[src/rtl/rtcx_pkg.sv]
package rtcx_pkg;

  typedef enum logic [2:0] {
    EV_START  = 3'd0,
    EV_RSTART = 3'd1,
    EV_ADDR_W = 3'd2,
    EV_ADDR_R = 3'd3,
    EV_DATA_W = 3'd4,
    EV_DATA_R = 3'd5,
    EV_STOP   = 3'd6,
    EV_NONE   = 3'd7
  } ev_kind_e;

  typedef enum logic [2:0] {
    ST_IDLE     = 3'd0,
    ST_WAIT_AW  = 3'd1,
    ST_WAIT_PTR = 3'd2,
    ST_WR_DATA  = 3'd3,
    ST_WAIT_AR  = 3'd4,
    ST_RD_DATA  = 3'd5
  } trk_state_e;

  // shadowed register window
  localparam int SHADOW_FIRST = 1;
  localparam int SHADOW_LAST  = 8;

endpackage

[src/rtl/rtcx_bcd2bin.sv]
module rtcx_bcd2bin #(
  parameter int IN_W  = 8,
  parameter int OUT_W = 8
) (
  input  logic [IN_W-1:0]  bcd,
  output logic [OUT_W-1:0] bin
);
  logic [OUT_W-1:0] lo_ext;
  logic [OUT_W-1:0] hi_ext;

  assign lo_ext = OUT_W'(bcd[3:0]);
  assign hi_ext = OUT_W'(bcd[IN_W-1:4]);
  // hi*10 = hi*8 + hi*2
  assign bin    = lo_ext + (hi_ext << 3) + (hi_ext << 1);
endmodule

[src/rtl/rtcx_seq.sv]
module rtcx_seq
  import rtcx_pkg::*;
#(
  parameter int          PTR_W   = 4,
  parameter logic [7:0]  ADDR_WR = 8'hA2,
  parameter logic [7:0]  ADDR_RD = 8'hA3
) (
  input  logic             clk,
  input  logic             rst,
  input  logic             ev_valid,
  input  logic [2:0]       ev_kind,
  input  logic [7:0]       ev_byte,
  output trk_state_e       st,
  output logic [PTR_W-1:0] ptr,
  output logic             store_en,
  output logic             txn_start,
  output logic             fin,
  output logic             fin_rd
);
  ev_kind_e         kind;
  trk_state_e       st_n;
  logic [PTR_W-1:0] ptr_n;

  assign kind = ev_kind_e'(ev_kind);

  always_comb begin
    st_n  = st;
    ptr_n = ptr;
    if (ev_valid) begin
      case (st)
        ST_IDLE:
          if (kind == EV_START) st_n = ST_WAIT_AW;
        ST_WAIT_AW:
          if (kind == EV_ADDR_W)
            st_n = (ev_byte == ADDR_WR) ? ST_WAIT_PTR : ST_IDLE;
        ST_WAIT_PTR:
          if (kind == EV_DATA_W) begin
            ptr_n = ev_byte[PTR_W-1:0];
            st_n  = ST_WR_DATA;
          end
        ST_WR_DATA:
          case (kind)
            EV_DATA_W: ptr_n = ptr + 1'b1;
            EV_RSTART: st_n  = ST_WAIT_AR;
            EV_STOP:   st_n  = ST_IDLE;
            default:   ;
          endcase
        ST_WAIT_AR:
          if (kind == EV_ADDR_R)
            st_n = (ev_byte == ADDR_RD) ? ST_RD_DATA : ST_IDLE;
        ST_RD_DATA:
          case (kind)
            EV_DATA_R: ptr_n = ptr + 1'b1;
            EV_STOP:   st_n  = ST_IDLE;
            default:   ;
          endcase
        default: st_n = ST_IDLE;
      endcase
    end
  end

  always_ff @(posedge clk) begin
    if (rst) begin
      st  <= ST_IDLE;
      ptr <= '0;
    end else begin
      st  <= st_n;
      ptr <= ptr_n;
    end
  end

  assign store_en  = ev_valid &&
                     ((st == ST_WR_DATA && kind == EV_DATA_W) ||
                      (st == ST_RD_DATA && kind == EV_DATA_R));
  assign txn_start = ev_valid && st == ST_IDLE && kind == EV_START;
  assign fin       = ev_valid && kind == EV_STOP &&
                     (st == ST_WR_DATA || st == ST_RD_DATA);
  assign fin_rd    = (st == ST_RD_DATA);
endmodule

[src/rtl/rtcx_shadow.sv]
module rtcx_shadow #(
  parameter int PTR_W = 4,
  parameter int FIRST = 1,
  parameter int LAST  = 8
) (
  input  logic                  clk,
  input  logic                  rst,
  input  logic                  clr,
  input  logic                  wr_en,
  input  logic [PTR_W-1:0]      wr_idx,
  input  logic [7:0]            wr_data,
  output logic [LAST-FIRST:0][7:0] regs,
  output logic [LAST-FIRST:0]   valid
);
  localparam int NREG = LAST - FIRST + 1;

  for (genvar g = 0; g < NREG; g++) begin : g_reg
    localparam logic [PTR_W-1:0] IDX = PTR_W'(g + FIRST);
    logic hit;
    assign hit = wr_en && (wr_idx == IDX);

    always_ff @(posedge clk) begin
      if (rst) begin
        regs[g] <= '0;
      end else if (hit) begin
        regs[g] <= wr_data;
      end
    end

    always_ff @(posedge clk) begin
      if (rst || clr) begin
        valid[g] <= 1'b0;
      end else if (hit) begin
        valid[g] <= 1'b1;
      end
    end
  end
endmodule

[src/rtl/rtc_txn_tracker.sv]
module rtc_txn_tracker
  import rtcx_pkg::*;
#(
  parameter int         PTR_W   = 4,
  parameter logic [7:0] ADDR_WR = 8'hA2,
  parameter logic [7:0] ADDR_RD = 8'hA3
) (
  input  logic       clk,
  input  logic       rst,
  input  logic       ev_valid,
  input  logic [2:0] ev_kind,
  input  logic [7:0] ev_byte,
  output logic       done,
  output logic       done_rd,
  output logic [6:0] sec_bin,
  output logic [6:0] min_bin,
  output logic [5:0] hour_bin,
  output logic [5:0] day_bin,
  output logic [2:0] wday,
  output logic [4:0] mon_bin,
  output logic [7:0] year_bin,
  output logic       volt_low,
  output logic       century,
  output logic [4:0] ctrl_bits,
  output logic [7:0] fld_valid
);
  localparam int NREG = SHADOW_LAST - SHADOW_FIRST + 1;
  // slot numbers inside the shadow window
  localparam int S_CTRL = 1 - SHADOW_FIRST;
  localparam int S_SEC  = 2 - SHADOW_FIRST;
  localparam int S_MIN  = 3 - SHADOW_FIRST;
  localparam int S_HOUR = 4 - SHADOW_FIRST;
  localparam int S_DAY  = 5 - SHADOW_FIRST;
  localparam int S_WDAY = 6 - SHADOW_FIRST;
  localparam int S_MON  = 7 - SHADOW_FIRST;
  localparam int S_YEAR = 8 - SHADOW_FIRST;

  trk_state_e           st;
  logic [PTR_W-1:0]     ptr;
  logic                 store_en, txn_start, fin, fin_rd;
  logic [NREG-1:0][7:0] shd;
  logic [NREG-1:0]      shd_valid;
  logic [6:0]           sec_c, min_c;
  logic [5:0]           hour_c, day_c;
  logic [4:0]           mon_c;
  logic [7:0]           year_c;

  rtcx_seq #(.PTR_W(PTR_W), .ADDR_WR(ADDR_WR), .ADDR_RD(ADDR_RD)) u_seq (
    .clk(clk), .rst(rst), .ev_valid(ev_valid), .ev_kind(ev_kind),
    .ev_byte(ev_byte), .st(st), .ptr(ptr), .store_en(store_en),
    .txn_start(txn_start), .fin(fin), .fin_rd(fin_rd)
  );

  rtcx_shadow #(.PTR_W(PTR_W), .FIRST(SHADOW_FIRST), .LAST(SHADOW_LAST)) u_shadow (
    .clk(clk), .rst(rst), .clr(txn_start), .wr_en(store_en),
    .wr_idx(ptr), .wr_data(ev_byte), .regs(shd), .valid(shd_valid)
  );

  rtcx_bcd2bin #(.IN_W(7), .OUT_W(7)) u_sec  (.bcd(shd[S_SEC][6:0]),  .bin(sec_c));
  rtcx_bcd2bin #(.IN_W(7), .OUT_W(7)) u_min  (.bcd(shd[S_MIN][6:0]),  .bin(min_c));
  rtcx_bcd2bin #(.IN_W(6), .OUT_W(6)) u_hour (.bcd(shd[S_HOUR][5:0]), .bin(hour_c));
  rtcx_bcd2bin #(.IN_W(6), .OUT_W(6)) u_day  (.bcd(shd[S_DAY][5:0]),  .bin(day_c));
  rtcx_bcd2bin #(.IN_W(5), .OUT_W(5)) u_mon  (.bcd(shd[S_MON][4:0]),  .bin(mon_c));
  rtcx_bcd2bin #(.IN_W(8), .OUT_W(8)) u_year (.bcd(shd[S_YEAR]),      .bin(year_c));

  always_ff @(posedge clk) begin
    if (rst) begin
      done      <= 1'b0;
      done_rd   <= 1'b0;
      sec_bin   <= '0;
      min_bin   <= '0;
      hour_bin  <= '0;
      day_bin   <= '0;
      wday      <= '0;
      mon_bin   <= '0;
      year_bin  <= '0;
      volt_low  <= 1'b0;
      century   <= 1'b0;
      ctrl_bits <= '0;
      fld_valid <= '0;
    end else begin
      done <= fin;
      if (fin) begin
        done_rd   <= fin_rd;
        sec_bin   <= sec_c;
        min_bin   <= min_c;
        hour_bin  <= hour_c;
        day_bin   <= day_c;
        wday      <= shd[S_WDAY][2:0];
        mon_bin   <= mon_c;
        year_bin  <= year_c;
        volt_low  <= shd[S_SEC][7];
        century   <= shd[S_MON][7];
        ctrl_bits <= shd[S_CTRL][4:0];
        fld_valid <= 8'(shd_valid);
      end
    end
  end
endmodule

[config.mk]
export PLATFORM = sky130hd
export DESIGN_NAME = rtc_txn_tracker
export DESIGN_NICKNAME = d
export VERILOG_FILES = /design/src/rtl/rtcx_pkg.sv /design/src/rtl/rtcx_bcd2bin.sv /design/src/rtl/rtcx_seq.sv /design/src/rtl/rtcx_shadow.sv /design/src/rtl/rtc_txn_tracker.sv
export SDC_FILE = /design/constraint.sdc
export NUM_CORES = 1
export LEC_CHECK = 0
export ABC_AREA = 1
export BUFFER_PORTS_ARGS = -buffer_cell sky130_fd_sc_hd__buf_2
export CAP_MARGIN = 10
export CORE_MARGIN = 5
export CORE_UTILIZATION = 30
export DETAILED_ROUTE_END_ITERATION = 8
export PLACE_DENSITY = 0.56
export SKIP_LAST_GASP = 1
export SLEW_MARGIN = 20
export SYNTH_ARGS = -nofsm -noshare
export SYNTH_HDL_FRONTEND = slang
export SYNTH_HIERARCHICAL = 1
export SYNTH_SLANG_ARGS = --single-unit
[constraint.sdc]
create_clock -name clk -period 2.4 [get_ports clk]
set_input_delay 0.48 -clock clk [delete_from_list [all_inputs] [get_ports clk]]
set_output_delay 0.48 -clock clk [all_outputs]
set_load 0.005 [all_outputs]
==> results of run 1 <==
-- layout make-up --
type / instances / area share
Timing Repair Buffer: 81 / 0.06540
Inverter: 124 / 0.06206
Tap cell: 275 / 0.04588
Clock inverter: 8 / 0.005672
Multi-Input combinational cell: 669 / 0.4263
Sequential cell: 123 / 0.3283
Clock buffer: 23 / 0.06640
-- power breakdown --
group	switching, mW	leakage [nW]	internal, mW
Sequential	0.114	0.991	2.10
Combinational	0.553	2.15	0.263
Clock	0.870	0.274	1.44
Total	1.54	3.42	3.80
-- worst min-delay path by stage --
stage                         to  cells past startpoint
2_1_floorplan  u_shadow/valid[5]                      2
3_3_place_gp   u_shadow/valid[6]                      2
3_5_place_dp   u_shadow/valid[0]                      2
4_1_cts                     done                      2
5_1_grt                     done                      2
6_report                    done                      2
-- sequential cells by signal, summed over array words and instances (netlist names) --
register        flops
u_shadow/regs      49
fld_valid           8
u_shadow/valid      8
year_bin            8
min_bin             7
sec_bin             7
day_bin             6
hour_bin            6
ctrl_bits           5
mon_bin             5
u_seq/ptr           4
u_seq/st            3
wday                3
century             1
done                1
done_rd             1
volt_low            1
-- per-layer routing --
metal | vias to the layer above | global-route usage | share of wire
met5 | - | 0 | 0
met4 | 0 | 0.04132 | 0.010
met3 | 10 | 0.03319 | 0.039
met2 | 77 | 0.2097 | 0.48
met1 | 2489 | 0.1540 | 0.47
li1 | 2994 | - | -
-- worst reg2reg max path: stages (launching register included) --
cell	delay, ns
dfxtp_1	0.55
nand3_2	0.16
o22a_1	0.24
nor2_1	0.10
buf_4	0.25
nand3_4	0.18
nor2_4	0.28
nand2_1	0.09
nand2_1	0.07
nor2_1	0.04
-- through the flow --
step	total power, mW	instance area (um^2)
after global routing	5.626	7500
after detailed placement	3.062	6959
after CTS	5.407	7500
after global placement	3.054	6959
after floorplan	2.907	6420
final	5.339	7500
==> summary.md, run 1 <==
| Metric | Value |
|---|---|
| Initial antenna violation count | `0` |
| Reg2reg end | `u_shadow/regs[50]` |
| Inst Count DP | `1,272` |
| Final Setup Violations | `0` |
| Fmax | `0.4857 GHz` |
| Cells on worst reg2reg path | `9` |
| Synth warn | `6` |
| Area Overhead vs Synth | `16.82%` |
| Critical-path maximum fanout | `17` |
| Critical Path RT | `2.70 ns` |
| Vias | `5,570` |
| Initial Utilization | `0.3054` |
| Min-delay worst type | `in2reg` |
| Root Driver | `clkbuf_16` |
| Final setup margin | `0.3412 ns` |
| Clock buffer depth | `2` |
| Crit path to | `u_shadow/regs[50]` |
| TritonCTS clock tree | `built` |
| WHS | `0.3465 ns` |
| Clock sink count | `123` |
| Die Area | `24,430 um^2` |
| Storage cell area | `2462 um^2` |
| Worst-margin pin slew | `0.4690 ns` |
| Max-slew violation count | `0` |
| ANT cells | `0` |
| Outcome | `complete, no violations` |
| DRC viols | `0` |
| Largest net degree at the start of global routing | `62` |
| Mapped Cells | `960` |
| Gr usage total | `0.1243` |
| Commonest non-fill, non-tap cells in the layout | `269 x nand2_1, 259 x nor2_1, 123 x dfxtp_1` |
| CP bufs+invs | `1` |
| CTS Hold Bufs | `0` |
| Unrepaired setup endpoints after global routing | `no` |
| Power density over the cells | `711.9 nW/um^2` |
| Worst skew pair latency | `0.41 ns` |
| Die Y | `156.3 um` |
| Number of global-route vias before repair | `5,305` |
| Cell family with the largest share of critical-path delay | `simple AND/OR/NAND/NOR gates` |
| Mean Syn Cell Area | `6.687 um^2` |
| Io pins | `73` |
| CP Cell Sequence | `nand3_2 -> o22a_1 -> nor2_1 -> buf_4 -> nand3_4 -> nor2_4 -> nand2_1 -> nand2_1 -> nor2_1` |
| Final Util | `0.3568` |
| Final Hold Fails | `0` |
| Core area | `21,020 um^2` |
| Hold Path Origin | `rst` |
| Max-slew headroom | `0.6869` |
| Pre-CTS setup slack | `0.2547 ns` |
| Period minus WS final | `2.059 ns` |
| I/O Buffers | `72` |
| Final Cycle Share | `0.8579` |
| Post-DP HPWL | `10,650 um` |
| Drt wl/cell | `11.18 um` |
| Drt first pass iters | `4` |
| Cell row count | `53` |
| Vias per cell | `4.275` |
| Detailed Route Iter0 Violations | `303` |
| Layout Skew | `0.01570 ns` |
| Crit path kind | `reg2reg` |
| Flop-to-flop setup slack | `0.34 ns` |
| X dimension of the die | `156.3 um` |
| Layout cells sized above 1 | `0.1420` |
| Post-DRT Antenna Nets | `0` |
| H-tree Lvls | `4` |
| Leakage Power | `3.418 nW` |
| Max stage delay cell, worst path | `dfxtp_1` |
| Worst EP arrival | `2.36 ns` |
| Reg clk slew, reported paths | `0.06 ns` |
| # Post-CTS Setup Buffers | `0` |
| Multi-input logic area | `3197 um^2` |
| Fin cells | `1,303` |
| MaxCap Viol Count | `0` |
| Worst IR Drop VDD | `0.5897 mV` |
| Routed wire length | `14,570 um` |
| Post-CTS Resized | `0` |
| RR Startpoint | `u_seq/st[2]` |
| Nets | `1,067` |
| Total stage count of the critical path | `9` |
| Filler instances | `2,291` |
| Gp weighted congestion | `0.8470` |
| Most common cell after layout, fill and taps aside | `nand2_1` |
| Num CTS Buffers | `17` |
| Mapped Area | `6420 um^2` |
| Crit path launch | `u_seq/st[2]` |
| First-pass GRT wire length | `24,760 um` |
| Total gr overflow | `0` |
| Syn_nets | `1,011` |
| Startpoint Class | `flip-flop` |
| Max stage delay on crit path | `0.55 ns` |
| Critical Path End Type | `flip-flop` |
| Setup TNS Final | `0 ns` |
Note: power is estimated with default switching activity, not from simulation.
==> inputs of run 2 (changes only) <==
ABC_AREA = unset   (was 1)
PLACE_DENSITY = 0.57   (was 0.56)
==> run 2 against run 1 <==
Cell count down 26%. First-iteration DRC count down 22%. Clock power up 11%. Power down 11%. Non-clock buffer count up 13. Synthesized area down 8.5%. Via count down 22%. Register-to-register slack worse by 0.14 ns. Global-route usage up 0.094 points. Combinational power down 85%.
==> summary.md, run 2 <==
| Metric | Value |
|---|---|
| Mapped Cells | `611 (-36%)` |
| Post-DRT Antenna Nets | `0 (unchanged)` |
| Area Overhead vs Synth | `21.59%` |
| Gr usage total | `0.1252 (+0.0009436)` |
| Syn_nets | `662 (-35%)` |
| Critical-path maximum fanout | `8 (-9)` |
| Mapped Area | `5877 um^2 (-8.5%)` |
| Routed wire length | `13,650 um (-6.3%)` |
| Die Y | `150.0 um (-4.0%)` |
| DRC viols | `0 (unchanged)` |
| Power density over the cells | `662.7 nW/um^2 (-6.9%)` |
| H-tree Lvls | `4 (unchanged)` |
| Most common cell after layout, fill and taps aside | `dfxtp_1` |
| Hold path depth | `3 (+1)` |
| Leakage Power | `3.096 nW (-9.4%)` |
| Startpoint Class | `flip-flop` |
| # Post-CTS Setup Buffers | `0 (unchanged)` |
| Fmax | `0.4551 GHz (-6.3%)` |
| Final Hold Fails | `0 (unchanged)` |
| Hold Path Origin | `ev_byte[4]` |
| Outcome | `complete, no violations` |
| Worst skew pair latency | `0.41 ns (about the same)` |
| Crit path kind | `reg2reg` |
| WHS | `0.3877 ns (+0.04115 ns)` |
| Min-delay worst type | `in2reg` |
| Drt wl/cell | `14.25 um (+27%)` |
| Max-slew headroom | `0.6985 (+0.01162)` |
| X dimension of the die | `150.0 um (-4.0%)` |
| Max-slew violation count | `0 (unchanged)` |
| CTS Hold Bufs | `0 (unchanged)` |
| Reg clk slew, reported paths | `0.06 ns (about the same)` |
| Io pins | `73 (unchanged)` |
| Final Cycle Share | `0.9156 (+0.05773)` |
| Hold EP | `u_shadow/regs[4]` |
| ANT cells | `0 (unchanged)` |
| Fin cells | `958 (-26%)` |
| Largest net degree at the start of global routing | `43 (-31%)` |
| Synth warn | `6 (unchanged)` |
| Drt first pass iters | `4 (unchanged)` |
| Critical Path End Type | `flip-flop` |
| Initial Utilization | `0.3030 (-0.002444)` |
| Worst IR Drop VDD | `0.4534 mV (-23%)` |
| Cells on worst reg2reg path | `6 (-3)` |
| RR Startpoint | `u_seq/st[1]` |
| Gp weighted congestion | `0.8550 (+0.94%)` |
| Clock buffer depth | `2 (unchanged)` |
| Worst-margin pin slew | `0.4523 ns (-0.01674 ns)` |
| Clock sink count | `123 (unchanged)` |
| Period minus WS final | `2.197 ns (+0.1386 ns)` |
| Num CTS Buffers | `17 (unchanged)` |
| Total power | `4.735 mW (-11%)` |
| Detailed Route Iter0 Violations | `237 (-22%)` |
| MaxCap Viol Count | `0 (unchanged)` |
| Commonest non-fill, non-tap cells in the layout | `123 x dfxtp_1, 85 x mux2i_1, 76 x nor2_1` |
| Final Setup Violations | `0 (unchanged)` |
| Post-DP HPWL | `9671 um (-9.2%)` |
| Unrepaired setup endpoints after global routing | `no` |
| Number of global-route vias before repair | `4,261 (-20%)` |
| I/O Buffers | `72 (unchanged)` |
| Inst Count DP | `926 (-27%)` |
| Filler instances | `2,004 (-13%)` |
| Worst EP arrival | `2.49 ns (+0.13 ns)` |
| Layout Skew | `0.008945 ns (-0.006760 ns)` |
| Vias | `4,351 (-22%)` |
| Initial antenna violation count | `0 (unchanged)` |
| Root Driver | `clkbuf_16` |
| Setup TNS Final | `0 ns (unchanged)` |
| Reg2reg end | `u_shadow/regs[22]` |
| Mean Syn Cell Area | `9.618 um^2 (+44%)` |
| Total gr overflow | `0 (unchanged)` |
| Flop-to-flop setup slack | `0.20 ns (-0.14 ns)` |
| First-pass GRT wire length | `22,270 um (-10%)` |
| Cell row count | `51 (-3.8%)` |
| Max reg flops | `49 (unchanged)` |
| Top reg by flops | `u_shadow/regs` |
| Critical Path RT | `2.69 ns (about the same)` |
| Core area | `19,400 um^2 (-7.7%)` |
| Vias per cell | `4.542 (+6.2%)` |
| TritonCTS clock tree | `built` |
| Die Area | `22,490 um^2 (-7.9%)` |
| Nets | `731 (-31%)` |
| Layout cells sized above 1 | `0.2078 (+0.06577)` |
-- run 2: layer usage --
metal  up-vias  global-route usage  share of wire
met2        89              0.1861           0.43
met5         -                   0              0
met4         0             0.05306          0.022
met3        22             0.02968          0.052
li1       2211                   -              -
met1      2029              0.1734           0.50
-- run 2: worst max-delay path by stage --
stage | from | end
after global placement | ev_kind[0] | u_shadow/regs[8]
after detailed placement | ev_kind[0] | u_shadow/regs[10]
final | u_seq/st[1] | u_shadow/regs[22]
after floorplan | ev_kind[0] | u_shadow/regs[16]
after global routing | u_seq/st[1] | u_shadow/regs[55]
after CTS | u_seq/st[1] | u_shadow/regs[8]
-- run 2: stage by stage --
stage	cell area, um^2	setup slack (ns)	utilization
floorplan	5898	0.1088	-
detailed placement	6533	0.03271	0.3368
global route	7146	0.01315	0.3684
global placement	6533	0.06453	0.3368
finish	7146	0.2026	0.3684
CTS	7141	0.1450	0.3681
-- run 2: power by group --
part	leakage [nW]	switching, mW	internal (mW)
logic	1.82	0.0845	0.0369
clock network	0.290	0.908	1.66
registers	0.990	0.00140	2.04
total	3.10	0.994	3.74
-- run 2: critical path, stage by stage, from the launching register on --
cell and delay (ns):
dfxtp_1 0.44, or3b_4 0.45, a2111oi_4 0.36, or3b_1 0.40
buf_4 0.18, o21ai_0 0.16, o21ai_1 0.08
-- run 2: timing repair --
item                       4_1_cts  5_1_grt
resized for setup                0        1
setup endpoints to repair        0        7
hold endpoints to repair         0        0
-- run 2: layout make-up --
cell class / count / area (um^2) / area share
clock buffer: 22 / 494.2 / 0.06916
clock inverter: 10 / 113.9 / 0.01593
inverter: 29 / 108.9 / 0.01523
multi-input combinational: 415 / 3069 / 0.4295
sequential: 123 / 2462 / 0.3446
tap: 265 / 331.6 / 0.04640
timing repair buffer: 94 / 565.5 / 0.07915
==> inputs of run 3 (changes only) <==
SLEW_MARGIN = unset   (was 20)
clock period = 2.45 ns   (was 2.4 ns; I/O delays follow)
==> run 3 against run 2 <==
Power decreased by 0.31%. Wire length increased by 1.1%. Count of clock-buffer cells in the layout decreased by 1. Combinational power about the same. Utilization about the same. Highest routed layer unchanged.
==> summary.md, run 3 (same netlist as run 2, synthesis figures left out) <==
| Metric | Value |
|---|---|
| DRC viols | `0 (unchanged)` |
| Vias per cell | `4.533 (-0.18%)` |
| Die Y | `150.0 um (unchanged)` |
| Multi-input logic area | `3062 um^2 (-0.24%)` |
| Most common cell after layout, fill and taps aside | `dfxtp_1` |
| Post-CTS Resized | `0 (unchanged)` |
| Number of global-route vias before repair | `4,282 (+0.49%)` |
| Final Cycle Share | `0.9044 (-0.01121)` |
| Clock power share | `0.551 (+0.009)` |
| Reg clk slew, reported paths | `0.06 ns (about the same)` |
| Post-DP HPWL | `9801 um (+1.4%)` |
| Max-slew headroom | `0.4814 (-0.2171)` |
| # Post-CTS Setup Buffers | `0 (unchanged)` |
| Io pins | `73 (unchanged)` |
| Internal | `3.713 mW (-0.76%)` |
| Unrepaired setup endpoints after global routing | `no` |
| Power density over the cells | `660.8 nW/um^2 (-0.28%)` |
| Nets | `731 (unchanged)` |
| GRT met2 Usage | `0.1980 (+0.01194)` |
| MaxCap Viol Count | `0 (unchanged)` |
| Gr usage total | `0.1256 (+0.0004215)` |
| Critical Path RT | `2.75 ns (+0.06 ns)` |
| Die Area | `22,490 um^2 (unchanged)` |
| Drt first pass iters | `4 (unchanged)` |
| Filler instances | `1,990 (-0.70%)` |
| Max-slew violation count | `0 (unchanged)` |
| Worst-margin pin slew | `0.7762 ns (+0.3240 ns)` |
| Gp weighted congestion | `0.8202 (-4.1%)` |
| Layout Skew | `0.008436 ns (-0.0005085 ns)` |
| Switch share | `0.2135 (+0.003568)` |
| Initial Utilization | `0.3030 (unchanged)` |
| Worst IR Drop VDD | `0.4804 mV (+5.9%)` |
| Met3 Track Usage GR | `0.03876 (+0.009085)` |
| Critical Path End Type | `flip-flop` |
| Period minus WS final | `2.216 ns (+0.01831 ns)` |
| Final Hold Fails | `0 (unchanged)` |
| Crit path kind | `reg2reg` |
| Commonest non-fill, non-tap cells in the layout | `123 x dfxtp_1, 85 x mux2i_1, 76 x nor2_1` |
| Switch Pwr | `1.008 mW (+1.4%)` |
| Setup TNS Final | `0 ns (unchanged)` |
| Detailed Route Iter0 Violations | `270 (+14%)` |
| Startpoint Class | `flip-flop` |
| CTS Hold Bufs | `0 (unchanged)` |
| Drt wl/cell | `14.40 um (+1.1%)` |
| ANT cells | `0 (unchanged)` |
| TritonCTS clock tree | `built` |
| Post-DRT Antenna Nets | `0 (unchanged)` |
| Final Util | `0.3682 (about the same)` |
| Min-delay worst type | `in2reg` |
| Root Driver | `clkbuf_16` |
| CP Cell Sequence | `or3b_2 -> a2111oi_4 -> or3b_1 -> buf_4 -> o21ai_0 -> o21ai_1` |
| Area Overhead vs Synth | `21.55% (about the same)` |
| GR Layer Usage met1 | `0.1655 (-0.007869)` |
| Worst skew pair latency | `0.42 ns (about the same)` |
| Fmax | `0.4513 GHz (-0.83%)` |
| Outcome | `complete, no violations` |
| Leakage Power | `3.097 nW (about the same)` |
| H-tree Lvls | `4 (unchanged)` |
| Total gr overflow | `0 (unchanged)` |
| X dimension of the die | `150.0 um (unchanged)` |
| I/O Buffers | `72 (unchanged)` |
| Vias | `4,343 (-0.18%)` |
| Clock sink count | `123 (unchanged)` |
| Layer with the highest usage | `met2` |
| Final Setup Violations | `0 (unchanged)` |
| First-pass GRT wire length | `22,150 um (-0.56%)` |
| Core area | `19,400 um^2 (unchanged)` |
| Flop pwr share | `0.424 (-0.008)` |
| Clock buffer depth | `2 (unchanged)` |
| Initial antenna violation count | `0 (unchanged)` |
| Max reg flops | `49 (unchanged)` |
| Top reg by flops | `u_shadow/regs` |
| Worst EP arrival | `2.51 ns (+0.02 ns)` |
| Critical-path maximum fanout | `8 (unchanged)` |
| Routed wire length | `13,800 um (+1.1%)` |
| Logic gate share of total power | `0.025 (about the same)` |
| Layout cells sized above 1 | `0.2049 (-0.002886)` |
| Cell row count | `51 (unchanged)` |
| Max stage delay on crit path | `0.54 ns (+0.09 ns)` |
| Max stage delay cell, worst path | `or3b_2` |
| Num CTS Buffers | `17 (unchanged)` |
| Total power | `4.720 mW (-0.31%)` |
| Largest net degree at the start of global routing | `50 (+16%)` |
| Storage cell area | `2462 um^2 (unchanged)` |
run 3: changes by cell type in the layout (fill, tap and decap cells not counted), sizes merged:
cell	change
clkinvlp	-2
clkinv	+2
clkbuf	-1
bufinv	+1
run 3: per-stage QoR:
step	setup WS (ns)	instances	hold slack, ns	area, um^2
after CTS	0.2505	958	0.3705	7143
after detailed placement	0.02183	926	0.4541	6530
after global placement	0.02480	926	0.4554	6530
after floorplan	0.03656	611	0.4240	5896
after global routing	0.1029	958	0.3902	7143
final	0.2343	958	0.3797	7143
run 3: path summary, 6_finish.rpt:
kind | from | endpoint | slack (ns) | depth (start not counted)
worst max-delay path | u_seq/st[2] | u_shadow/regs[16] | 0.23 | 6
worst min-delay path | ev_byte[5] | u_shadow/regs[37] | 0.38 | 3
worst max register to register | u_seq/st[2] | u_shadow/regs[16] | 0.23 | 6
worst min register to register | u_shadow/valid[7] | u_shadow/valid[7] | 0.46 | 2
run 3: layout make-up:
cell class	count	share of cell area
Timing Repair Buffer	94	0.07917
Clock buffer	21	0.06586
Tap cell	265	0.04642
Sequential cell	123	0.3447
Clock inverter	11	0.01997
Multi-Input combinational cell	415	0.4286
Inverter	29	0.01524
run 3: power by group through the flow:
| stage | Clock [mW] | Combinational (mW) | Sequential [mW] |
|---|---|---|---|
| global route | 2.73 | 0.128 | 2.00 |
| CTS | 2.65 | 0.118 | 2.00 |
| floorplan | 0 | 0.0665 | 2.04 |
| global placement | 0 | 0.119 | 2.05 |
| detailed placement | 0 | 0.118 | 2.05 |
| finish | 2.60 | 0.118 | 2.00 |
run 3: metal layers:
metal / share of wire / vias to the layer above / routed length (um)
met3: 0.060 / 13 / 824
met2: 0.45 / 90 / 6185
met5: 0 / - / 0
li1: - / 2223 / -
met1: 0.48 / 2017 / 6622
met4: 0.012 / 0 / 167
run 3: worst max-delay path: cells and delay by family (launching register included):
kind | cells | cell delay, ns
compound gates | 3 | 0.65
buf+inv | 1 | 0.18
simple gates | 2 | 0.94
flops | 1 | 0.32
